--- src/rtl/dds_pkg.sv ---
package dds_pkg;

  // Attenuation code at and above which no shift is applied.
  localparam int FULL_CODE = 15;

  // Right-shift amount for a given intensity code.
  function automatic int atten_shift(input int code);
    return (code >= FULL_CODE) ? 0 : (FULL_CODE - code);
  endfunction

  // Round to nearest, halves away from zero (symmetric for +/- values).
  function automatic int round_away(input real x);
    if (x >= 0.0) return $rtoi(x + 0.5);
    else          return -$rtoi(-x + 0.5);
  endfunction

  localparam real TWO_PI = 6.283185307179586;

endpackage

--- src/rtl/dds_phase_acc.sv ---
module dds_phase_acc #(
  parameter int W_PA   = 13,
  parameter int LUT_AW = 8
) (
  input  logic              clk,
  input  logic              rst,
  input  logic              en,
  input  logic [W_PA-1:0]   freq,
  output logic              vld_o,
  output logic [LUT_AW-1:0] addr_o
);

  logic [W_PA-1:0] acc;

  // vld_o marks that acc holds a live sample phase; the first live
  // sample after an idle period is always phase zero.
  always_ff @(posedge clk) begin
    if (rst) begin
      vld_o <= 1'b0;
      acc   <= '0;
    end else begin
      vld_o <= en;
      acc   <= vld_o ? (acc + freq) : '0;
    end
  end

  assign addr_o = acc[W_PA-1 -: LUT_AW];

endmodule

--- src/rtl/dds_sincos_rom.sv ---
module dds_sincos_rom #(
  parameter int W_DDS   = 12,
  parameter int LUT_AW  = 8,
  parameter bit QUARTER = 1'b1
) (
  input  logic                    clk,
  input  logic                    rst,
  input  logic                    vld_i,
  input  logic [LUT_AW-1:0]       addr_i,
  output logic signed [W_DDS-1:0] cos_o,
  output logic signed [W_DDS-1:0] sin_o
);

  localparam int N   = 1 << LUT_AW;
  localparam int QN  = N / 4;
  localparam int QAW = LUT_AW - 2;
  localparam int TN  = QUARTER ? QN : N;
  localparam int TAW = QUARTER ? QAW : LUT_AW;
  localparam int AMP = (1 << (W_DDS - 1)) - 1;

  // Table of A*sin(2*pi*(j+0.5)/N); the half-step offset makes the
  // quadrant mirror exact, so the quarter and full forms agree.
  logic signed [W_DDS-1:0] tbl [TN];

  initial begin
    for (int j = 0; j < TN; j++) begin
      tbl[j] = W_DDS'(dds_pkg::round_away(
                 real'(AMP) * $sin(dds_pkg::TWO_PI * (real'(j) + 0.5) / real'(N))));
    end
  end

  // The cosine index is the sine index advanced by a quarter period.
  logic [LUT_AW-1:0] addr_s, addr_c;
  logic [TAW-1:0]    idx_s, idx_c;
  logic              neg_s, neg_c;

  assign addr_s = addr_i;
  assign addr_c = addr_i + LUT_AW'(QN);

  generate
    if (QUARTER) begin : g_quarter
      // Odd quadrants read the table backwards; upper half negates.
      assign idx_s = addr_s[LUT_AW-2] ? ~addr_s[QAW-1:0] : addr_s[QAW-1:0];
      assign idx_c = addr_c[LUT_AW-2] ? ~addr_c[QAW-1:0] : addr_c[QAW-1:0];
      assign neg_s = addr_s[LUT_AW-1];
      assign neg_c = addr_c[LUT_AW-1];
    end else begin : g_full
      assign idx_s = addr_s;
      assign idx_c = addr_c;
      assign neg_s = 1'b0;
      assign neg_c = 1'b0;
    end
  endgenerate

  // Stage 1: registered table reads (no reset, so block RAM maps).
  logic signed [W_DDS-1:0] mag_s, mag_c;
  logic                    neg_s_q, neg_c_q;
  logic                    vld_q;

  always_ff @(posedge clk) begin
    mag_s   <= tbl[idx_s];
    mag_c   <= tbl[idx_c];
    neg_s_q <= neg_s;
    neg_c_q <= neg_c;
  end

  always_ff @(posedge clk) begin
    if (rst) vld_q <= 1'b0;
    else     vld_q <= vld_i;
  end

  // Stage 2: sign restore and silence gating.
  always_ff @(posedge clk) begin
    if (rst || !vld_q) begin
      cos_o <= '0;
      sin_o <= '0;
    end else begin
      cos_o <= neg_c_q ? -mag_c : mag_c;
      sin_o <= neg_s_q ? -mag_s : mag_s;
    end
  end

endmodule

--- src/rtl/dds_atten.sv ---
module dds_atten #(
  parameter int W_DDS = 12,
  parameter int W_INT = 4
) (
  input  logic                    clk,
  input  logic                    rst,
  input  logic [W_INT-1:0]        code_i,
  input  logic signed [W_DDS-1:0] smp_i,
  output logic signed [W_DDS-1:0] smp_o
);

  logic [4:0] sh;

  always_comb sh = 5'(dds_pkg::atten_shift(int'(code_i)));

  always_ff @(posedge clk) begin
    if (rst) smp_o <= '0;
    else     smp_o <= smp_i >>> sh;
  end

endmodule

--- src/rtl/dds_inject.sv ---
module dds_inject #(
  parameter int W_DDS = 12,
  parameter int W_SRC = 14
) (
  input  logic                    clk,
  input  logic                    rst,
  input  logic signed [W_SRC-1:0] src_i,
  input  logic signed [W_DDS-1:0] exc_i,
  output logic signed [W_SRC-1:0] src_o
);

  localparam int WSUM = ((W_SRC > W_DDS) ? W_SRC : W_DDS) + 1;
  localparam logic signed [WSUM-1:0] HI = WSUM'((1 << (W_SRC - 1)) - 1);
  localparam logic signed [WSUM-1:0] LO = ~HI;

  logic signed [WSUM-1:0] sum;

  always_comb sum = WSUM'(src_i) + WSUM'(exc_i);

  always_ff @(posedge clk) begin
    if (rst)            src_o <= '0;
    else if (sum > HI)  src_o <= HI[W_SRC-1:0];
    else if (sum < LO)  src_o <= LO[W_SRC-1:0];
    else                src_o <= sum[W_SRC-1:0];
  end

endmodule

--- src/rtl/dds_exciter.sv ---
module dds_exciter #(
  parameter int W_DDS   = 12,
  parameter int W_PA    = W_DDS + 1,
  parameter int LUT_AW  = 8,
  parameter bit QUARTER = 1'b1,
  parameter int W_INT   = 4,
  parameter int W_SRC   = 14
) (
  input  logic                    clk,
  input  logic                    rst,
  input  logic                    en,
  input  logic [W_PA-1:0]         freq,
  input  logic [W_INT-1:0]        intensity,
  input  logic signed [W_SRC-1:0] src_in,
  output logic signed [W_DDS-1:0] ref_i,
  output logic signed [W_DDS-1:0] ref_q,
  output logic signed [W_DDS-1:0] exc_i,
  output logic signed [W_DDS-1:0] exc_q,
  output logic signed [W_SRC-1:0] src_out
);

  logic              ph_vld;
  logic [LUT_AW-1:0] ph_addr;

  dds_phase_acc #(.W_PA(W_PA), .LUT_AW(LUT_AW)) u_acc (
    .clk(clk), .rst(rst), .en(en), .freq(freq),
    .vld_o(ph_vld), .addr_o(ph_addr)
  );

  dds_sincos_rom #(.W_DDS(W_DDS), .LUT_AW(LUT_AW), .QUARTER(QUARTER)) u_rom (
    .clk(clk), .rst(rst), .vld_i(ph_vld), .addr_i(ph_addr),
    .cos_o(ref_i), .sin_o(ref_q)
  );

  dds_atten #(.W_DDS(W_DDS), .W_INT(W_INT)) u_att_i (
    .clk(clk), .rst(rst), .code_i(intensity), .smp_i(ref_i), .smp_o(exc_i)
  );

  dds_atten #(.W_DDS(W_DDS), .W_INT(W_INT)) u_att_q (
    .clk(clk), .rst(rst), .code_i(intensity), .smp_i(ref_q), .smp_o(exc_q)
  );

  dds_inject #(.W_DDS(W_DDS), .W_SRC(W_SRC)) u_inj (
    .clk(clk), .rst(rst), .src_i(src_in), .exc_i(exc_i), .src_o(src_out)
  );

endmodule

--- config.mk ---
export PLATFORM = sky130hd
export DESIGN_NAME = dds_exciter
export DESIGN_NICKNAME = d
export VERILOG_FILES = /design/src/rtl/dds_pkg.sv /design/src/rtl/dds_phase_acc.sv /design/src/rtl/dds_sincos_rom.sv /design/src/rtl/dds_atten.sv /design/src/rtl/dds_inject.sv /design/src/rtl/dds_exciter.sv
export SDC_FILE = /design/constraint.sdc
export NUM_CORES = 1
export LEC_CHECK = 0
export BUFFER_PORTS_ARGS = -buffer_cell sky130_fd_sc_hd__buf_2
export CORE_MARGIN = 2
export CORE_UTILIZATION = 30
export DETAILED_ROUTE_END_ITERATION = 8
export PLACE_DENSITY = 0.45
export SLEW_MARGIN = 30
export SYNTH_ARGS = -nofsm -noshare
export SYNTH_HDL_FRONTEND = slang
export SYNTH_SLANG_ARGS = --single-unit
export TNS_END_PERCENT = 1
--- constraint.sdc ---
create_clock -name clk -period 7 [get_ports clk]
set_clock_uncertainty 0.2 [all_clocks]
set_input_delay 1.05 -clock clk [delete_from_list [all_inputs] [get_ports clk]]
set_output_delay 1.05 -clock clk [all_outputs]
set_load 0.05 [all_outputs]
==> key figures, run 1 <==
Drt
  • WL per Instance: 16.7 um
  • Initial DRC count: 516
  • TritonRoute pass-1 iters: 5
  • Vias: 6,784
  • DRT antenna net count: 0
  • WL final: 21,700 um
  • Drt drc: 0
  • Vias per cell: 5.24

Pwr
  • Pleak: 3.43 nW
  • Overall power: 1.61 mW
  • P per Cell Area: 196 nW/um2
  • Peak supply drop: 0.113 mV

Yosys
  • Syn_nets: 1,005
  • Yosys reg bits: 101
  • Share of synthesized registers carrying an async set or reset: 0%
  • Cell Area, Synth: 7200 um2
  • Top-area cell type share of the netlist area: approximately 28%
  • Post-synth top cells: dfxtp_1 (101), nor2_1 (99), a21oi_1 (92), nand2_1 (86), o21ai_0 (84)
  • Ys flop type: dfxtp_1
  • Post-synthesis sequential area ratio: 28.1%
  • Area leader, netlist: dfxtp_1
  • Post-Syn Instances: 921
  • Most common cell in the synthesized netlist: dfxtp_1
  • Synthesized area per cell: approximately 7.8 um2
  • YS warnings: 0
  • Unique cell type count in the Yosys netlist: 62
  • Number of enable flip-flop cells after synthesis: 0
  • Top cells by area, synth: dfxtp_1 (28%), ha_1 (8.3%), a21oi_1 (6.4%), o21ai_0 (5.8%), nor2_1 (5.2%)

Clock network
  • CTS tree: built
  • CTS Buf Count: 9
  • Clock Tree Buf Depth: 2
  • Worst-path clk slew: 0.07 ns
  • Hold_buf cts: 0
  • Root buffer cell: clkbuf_16
  • Clock sinks: 101
  • Worst-Skew Late Latency: between 0.3 and 0.4 ns
  • Post-CTS setup buffer count: 0
  • Post-CTS sizing: 0
  • H-Tree Level Count: 3

Setup path
  • CP Capture Type: flip-flop
  • CP cell instances: xor2_1, buf_4, clkinv_1, ha_1, nor2b_1, a2111oi_0, a31oi_1, o311ai_0, a211oi_1, o221ai_1
  • CP Class: flip-flop to flip-flop
  • Crit path depth: 10
  • Worst r2r path cells: 10
  • Critical path buffers and inverters: 2
  • Arr. time, crit path: 3.51 ns
  • CP Launch Type: flip-flop
  • CP top delay family: compound AO/OA/AOI/OAI gates
  • Slowest stage delay, CP: 0.70 ns
  • Terminus of the critical flop-to-flop path: u_rom.mag_s[0]$_DFF_P_
  • Setup slack, reg-to-reg: 3.55 ns
  • Critical-path maximum fanout: 15
  • Worst path required time: 7.06 ns
  • Crit path to: u_rom.mag_s[0]$_DFF_P_
  • Worst R2R Start: u_acc.acc[5]$_SDFF_PP0_
  • CP max stage cell: dfxtp_1
  • CP startpoint: u_acc.acc[5]$_SDFF_PP0_

STA
  • Slew headroom: between 30% and 40%
  • Final Hold Fails: 0
  • Final Max Slew Viols: 0
  • Final setup violation count: 0
  • Tcrit/Tclk final: 49.3%
  • Minimum clock period: 3.45 ns
  • Sum Neg Setup Slack: 0 ns
  • Fmax: 290 MHz
  • Unrepaired setup endpoints after global routing: no
  • Worst-margin pin slew: 0.958 ns

Placed design
  • Post-DP Area: 7880 um2
  • Port Buf Inserts: 95
  • RePlAce Congestion: ~0.83
  • Post-DP HPWL: 15,800 um

Hold path
  • Min-delay worst type: flip-flop to flip-flop
  • Hold Path Depth: 2
  • Hold Startpoint: u_rom.mag_c[0]$_DFF_P_

Flow run
  • Max-cap violations: 0

Run status
  • Status: complete, no violations

Floorplan
  • Die Y: 159 um
  • Starting Density: 30.6%
  • Core footprint: 23,500 um2
  • Die width: 159 um
  • Row cnt: 56
  • I/O pin count: 96
  • Die footprint: 25,200 um2

Layout
  • Share of post-route cells with drive strength above 1: 14.6%
  • Area Overhead vs Synth: 13.9%
  • Post-route cell area: about 8000 um2
  • Nets: 1,054
  • # diodes: 0
  • Filler Cells Inserted: 2,538

Global routing
  • Total grt overflow: 0
  • First-pass GRT wire length: 35,500 um
  • Vias in the first global route: about 6,600
  • Initial antenna violation count: 0
  • Largest net degree at the start of global routing: 46
  • Total GRT Usage: 17.0%
==> sequential cells by signal, indices dropped and copies added, names as in the netlist <==
signal,count
u_att_q.smp_o,12
u_rom.neg_c_q,1
u_rom.mag_s,11
u_rom.vld_q,1
u_acc.vld_o,1
u_inj.src_o,14
u_att_i.smp_o,12
u_acc.acc,13
u_rom.cos_o,12
u_rom.sin_o,12
u_rom.neg_s_q,1
u_rom.mag_c,11
==> final cells by class <==
| class | count | area (um2) | share of cell area, % |
|---|---|---|---|
| inverters | 23 | 86.3 | 1.05 |
| clock buffers | 9 | 225 | 2.75 |
| repair buffers | 107 | 566 | 6.90 |
| multi-input cells | 728 | 4810 | 58.6 |
| well taps | 319 | 399 | 4.87 |
| flip-flops and latches | 101 | 2020 | 24.7 |
| clock inverters | 7 | 93.8 | 1.14 |
==> per-stage QoR <==
| step | std cells | util [%] | worst slack, ns | hold WS, ns |
|---|---|---|---|---|
| 3_5_place_dp | 1278 | 33.5 | 3.28 | 0.267 |
| 2_1_floorplan | 921 | - | 3.77 | 0.173 |
| 6_report | 1294 | 34.8 | 3.55 | 0.267 |
| 3_3_place_gp | 1278 | 33.5 | 3.36 | 0.267 |
| 5_1_grt | 1294 | 34.8 | 3.27 | 0.279 |
| 4_1_cts | 1294 | 34.8 | 3.62 | 0.275 |
==> report_power, final <==
part           internal (mW)  switching [mW]
clock                  0.287           0.245
sequential             0.615          0.0334
combinational          0.145           0.284
total                   1.05           0.562
==> kinds of logic (layout without fill, tap and decap cells) <==
group | Yosys count | count (layout) | share of synthesized area (%)
xor gates and xnor gates | 52 | 52 | 6.43
buffers and inverters | 92 | 146 | 5.58
AOI/OAI and AO/OA | 306 | 306 | 26.7
muxes | 48 | 48 | 7.34
adders and majority gates | 50 | 50 | 8.90
DFF | 101 | 101 | 28.1
and+or+nand+nor | 272 | 272 | 16.9
==> layout by cell type (no fill, tap or decap), types with 8 or more instances in the layout <==
master,Yosys,layout
o21ai_0,84,84
buf_4,5,12
xnor2_1,19,18
a221oi_1,10,10
o211ai_1,14,14
o31ai_1,10,10
mux2_2,8,8
o22ai_1,10,10
nand2b_1,16,16
nor2b_1,19,19
nor2_1,99,99
xor2_1,32,30
a21oi_1,92,92
dfxtp_1,101,100
ha_1,48,48
buf_2,24,95
nor3_1,10,10
inv_1,21,21
nand3_1,16,16
a31oi_1,8,8
mux2i_1,37,37
clkbuf_16,0,9
nand2_1,86,86
a211oi_1,13,13
==> how the worst min path moves through the flow <==
| stage | endpoint | slack [ns] |
|---|---|---|
| CTS | u_rom.cos_o[0]$_SDFF_PP0_ | 0.27 |
| global placement | u_rom.neg_s_q$_DFF_P_ | 0.27 |
| floorplan | u_rom.neg_s_q$_DFF_P_ | 0.17 |
| global route | u_rom.neg_s_q$_DFF_P_ | 0.28 |
| finish | u_rom.cos_o[0]$_SDFF_PP0_ | 0.27 |
| detailed placement | u_rom.cos_o[0]$_SDFF_PP0_ | 0.27 |
==> layer usage <==
layer	GRT usage (%)	vias up	wire length [um]
li1	-	3418	-
met1	22.6	3171	10200
met2	28.7	175	10300
met3	2.56	20	864
met4	4.79	0	346
met5	0	-	0
==> worst register-to-register path, cell delays in order (launching register included) <==
cell and delay [ns]:
dfxtp_1 0.70, xor2_1 0.26, buf_4 0.26, clkinv_1 0.35, ha_1 0.49, nor2b_1 0.21
a2111oi_0 0.37, a31oi_1 0.09, o311ai_0 0.13, a211oi_1 0.11, o221ai_1 0.20
(Power assumes the default switching activity.)
==> inputs of run 2 (changes only) <==
--- a/config.mk
+++ b/config.mk
@@ -9,7 +9,7 @@
 export CORE_MARGIN = 2
 export CORE_UTILIZATION = 30
 export DETAILED_ROUTE_END_ITERATION = 8
-export PLACE_DENSITY = 0.45
+export PLACE_DENSITY = 0.47
 export SLEW_MARGIN = 30
 export SYNTH_ARGS = -nofsm -noshare
 export SYNTH_HDL_FRONTEND = slang
==> constraint.sdc (replaced) <==
create_clock -name clk -period 3 [get_ports clk]
set_clock_uncertainty 0.2 [all_clocks]
set_input_delay 0.45 -clock clk [delete_from_list [all_inputs] [get_ports clk]]
set_output_delay 0.45 -clock clk [all_outputs]
set_load 0.05 [all_outputs]
==> run 2 against run 1 <==
  * Final cell count up 2.6%
  * Non-clock buffer count up 34
  * Worst hold slack worse by 0.15 ns
  * Sequential share of layout area down 0.69 points
  * Critical endpoint is now u_rom.mag_c[0]$_DFF_P_
  * Highest routed layer unchanged
  * Largest cell class unchanged
  * Sequential power up 130%
  * Sequential cell count unchanged
  * Cell area up 2.9%
  * Power up 130%
  * Maximum frequency up 22%
  * Global-route usage about the same
  * Critical path type unchanged
==> key figures, run 2 (synthesized netlist as in run 1, its figures left out) <==
Drt
  • Drt drc: 0 (unchanged)
  • WL per Instance: 16.4 um (-2.3%)
  • Vias: 6,919 (+2.0%)
  • TritonRoute pass-1 iters: 5 (unchanged)
  • Initial DRC count: 434 (-16%)
  • WL final: 21,700 um (+0.31%)
  • Vias per cell: 5.21 (-0.62%)
  • DRT antenna net count: 0 (unchanged)

Floorplan
  • Die footprint: 25,200 um2 (unchanged)
  • Die width: 159 um (unchanged)
  • I/O pin count: 96 (unchanged)
  • Starting Density: 30.6% (unchanged)
  • Row cnt: 56 (unchanged)
  • Core footprint: 23,500 um2 (unchanged)
  • Die Y: 159 um (unchanged)

Pwr
  • Clock power share: 30.5% (-2.6 points)
  • Logic pwr share: 28.6% (+2.0 points)
  • Cell Int Power: 2.38 mW (+130%)
  • Switching part of the total: 35.1% (+0.14 points)
  • Pleak: 3.59 nW (+4.4%)
  • Overall power: 3.67 mW (+130%)
  • Peak supply drop: 0.254 mV (+120%)
  • Share of total power in sequential cells: 40.9% (+0.6 points)
  • P per Cell Area: 435 nW/um2 (+120%)
  • NetSw: 1.29 mW (+130%)

Global routing
  • GR Util met1: 22.2% (-0.44 points)
  • Met3 Usage GRT: 2.85% (+0.29 points)
  • Total grt overflow: 0 (unchanged)
  • Grt met2 use: 28.7% (-0.040 points)
  • Initial antenna violation count: 0 (unchanged)
  • Total GRT Usage: 17.0% (+0.024 points)
  • Vias in the first global route: 6,645 (+1.4%)
  • Largest net degree at the start of global routing: 35 (-24%)
  • First-pass GRT wire length: 35,700 um (+0.64%)
  • GR peak layer: met2

Setup path
  • CP Launch Type: flip-flop
  • Worst R2R Start: u_acc.acc[11]$_SDFF_PP0_
  • Arr. time, crit path: 2.90 ns (-0.61 ns)
  • CP Class: flip-flop to flip-flop
  • Terminus of the critical flop-to-flop path: u_rom.mag_c[0]$_DFF_P_
  • CP Capture Type: flip-flop
  • Worst r2r path cells: 9 (-1)
  • Critical-path maximum fanout: 25 (+10)
  • Worst path required time: 3.07 ns (-3.99 ns)
  • Setup slack, reg-to-reg: 0.16 ns (-3.38 ns)

STA
  • Minimum clock period: 2.84 ns (-0.616 ns)
  • Final setup violation count: 0 (unchanged)
  • Unrepaired setup endpoints after global routing: no
  • Fmax: 353 MHz (+22%)
  • Final Max Slew Viols: 0 (unchanged)
  • Slew headroom: 48.2% (+12 points)
  • Sum Neg Setup Slack: 0 ns (unchanged)
  • Final Hold Fails: 0 (unchanged)
  • Worst-margin pin slew: 0.777 ns (-0.181 ns)
  • Tcrit/Tclk final: 94.5% (+45 points)

Clock network
  • CTS tree: built
  • Worst-path clk slew: 0.08 ns (about the same)
  • Worst-Skew Late Latency: 0.36 ns (about the same)
  • Hold_buf cts: 0 (unchanged)
  • Post-CTS setup buffer count: 0 (unchanged)
  • Post-CTS sizing: 0 (unchanged)
  • H-Tree Level Count: 3 (unchanged)
  • Root buffer cell: clkbuf_16
  • Clock sinks: 101 (unchanged)
  • Clock Tree Buf Depth: 2 (unchanged)
  • CTS Buf Count: 9 (unchanged)

Placed design
  • RePlAce Congestion: 0.869 (+5.0%)
  • Post-DP HPWL: 16,600 um (+4.8%)
  • Port Buf Inserts: 95 (unchanged)

Layout
  • Area Overhead vs Synth: 17.2%
  • Most frequent cells in the layout: dfxtp_1 (100), nor2_1 (99), buf_2 (95)
  • Largest regs: u_inj.src_o x14, u_acc.acc x13
  • Most common cell after layout, fill and taps aside: dfxtp_1
  • Largest reg by FF count: u_inj.src_o
  • Largest register FFs: 14 (unchanged)
  • # diodes: 0 (unchanged)
  • Share of post-route cells with drive strength above 1: 17.4% (+2.9 points)
  • Nets: 1,088 (+3.2%)

Hold path
  • Hold endpoint: u_acc.vld_o$_SDFF_PP0_
  • Min-delay worst type: primary input to flip-flop
  • Hold Startpoint: en
  • Hold Path Depth: 2 (unchanged)

Run status
  • Status: complete, no violations

Flow run
  • Max-cap violations: 0 (unchanged)
-- run 2: changes by cell type in the layout (fill, tap and decap cells not counted), sizes merged --
| cell | change |
|---|---|
| clkinv | +1 |
| inv | -2 |
| clkinvlp | +2 |
| bufinv | -1 |
| buf | +34 |
-- run 2: power by group through the flow --
stage | sequential (mW) | clock (mW) | combinational [mW]
after floorplan | 1.64 | 0 | 0.633
after global placement | 1.53 | 0 | 1.05
after detailed placement | 1.54 | 0 | 1.04
after CTS | 1.51 | 1.15 | 1.05
after global routing | 1.52 | 1.21 | 1.15
final | 1.50 | 1.12 | 1.05
-- run 2: worst max-delay path by stage --
stage	slack, ns	start	cells after the start	endpoint
after detailed placement	0.03	src_in[1]	9	u_inj.src_o[12]$_SDFF_PP0_
final	0.16	u_acc.acc[11]$_SDFF_PP0_	9	u_rom.mag_c[0]$_DFF_P_
after global routing	0.01	u_att_i.smp_o[1]$_SDFF_PP0_	8	u_inj.src_o[12]$_SDFF_PP0_
after floorplan	0.04	u_acc.acc[11]$_SDFF_PP0_	12	u_rom.mag_c[3]$_DFF_P_
after CTS	0.21	u_acc.acc[11]$_SDFF_PP0_	9	u_rom.mag_c[0]$_DFF_P_
after global placement	0.08	src_in[1]	9	u_inj.src_o[12]$_SDFF_PP0_
-- run 2: final cells by class --
type,count,area (um2)
Clock inverter,7,60.1
Fill cell,2533,15100
Tap cell,319,399
Inverter,23,86.3
Sequential cell,101,2020
Clock buffer,9,225
Multi-Input combinational cell,728,4800
Timing Repair Buffer,141,846
-- run 2: layer usage --
metal  wire (um)  up-vias
met5           0        -
met4         534        0
met3        1090       40
met2       10200      212
met1        9870     3176
li1            -     3491
-- run 2: worst max-delay path: stages (launching register included) --
cell and delay (ns):
dfxtp_2 0.38, buf_4 0.33, xor2_2 0.63, buf_4 0.30
nor2_1 0.07, a211oi_1 0.31, a21oi_1 0.10, o21ai_0 0.16
a21oi_1 0.08, o21ai_0 0.17
-- run 2: metrics by stage --
stage	setup slack [ns]	area [um2]	instances	hold WS (ns)	utilization, %
2_1_floorplan	0.0438	7210	921	0.173	-
3_3_place_gp	0.0830	8150	1312	0.256	34.6
3_5_place_dp	0.0252	8150	1312	0.251	34.6
4_1_cts	0.212	8440	1328	0.127	35.8
5_1_grt	0.0140	8440	1328	0.137	35.8
6_report	0.165	8440	1328	0.120	35.8
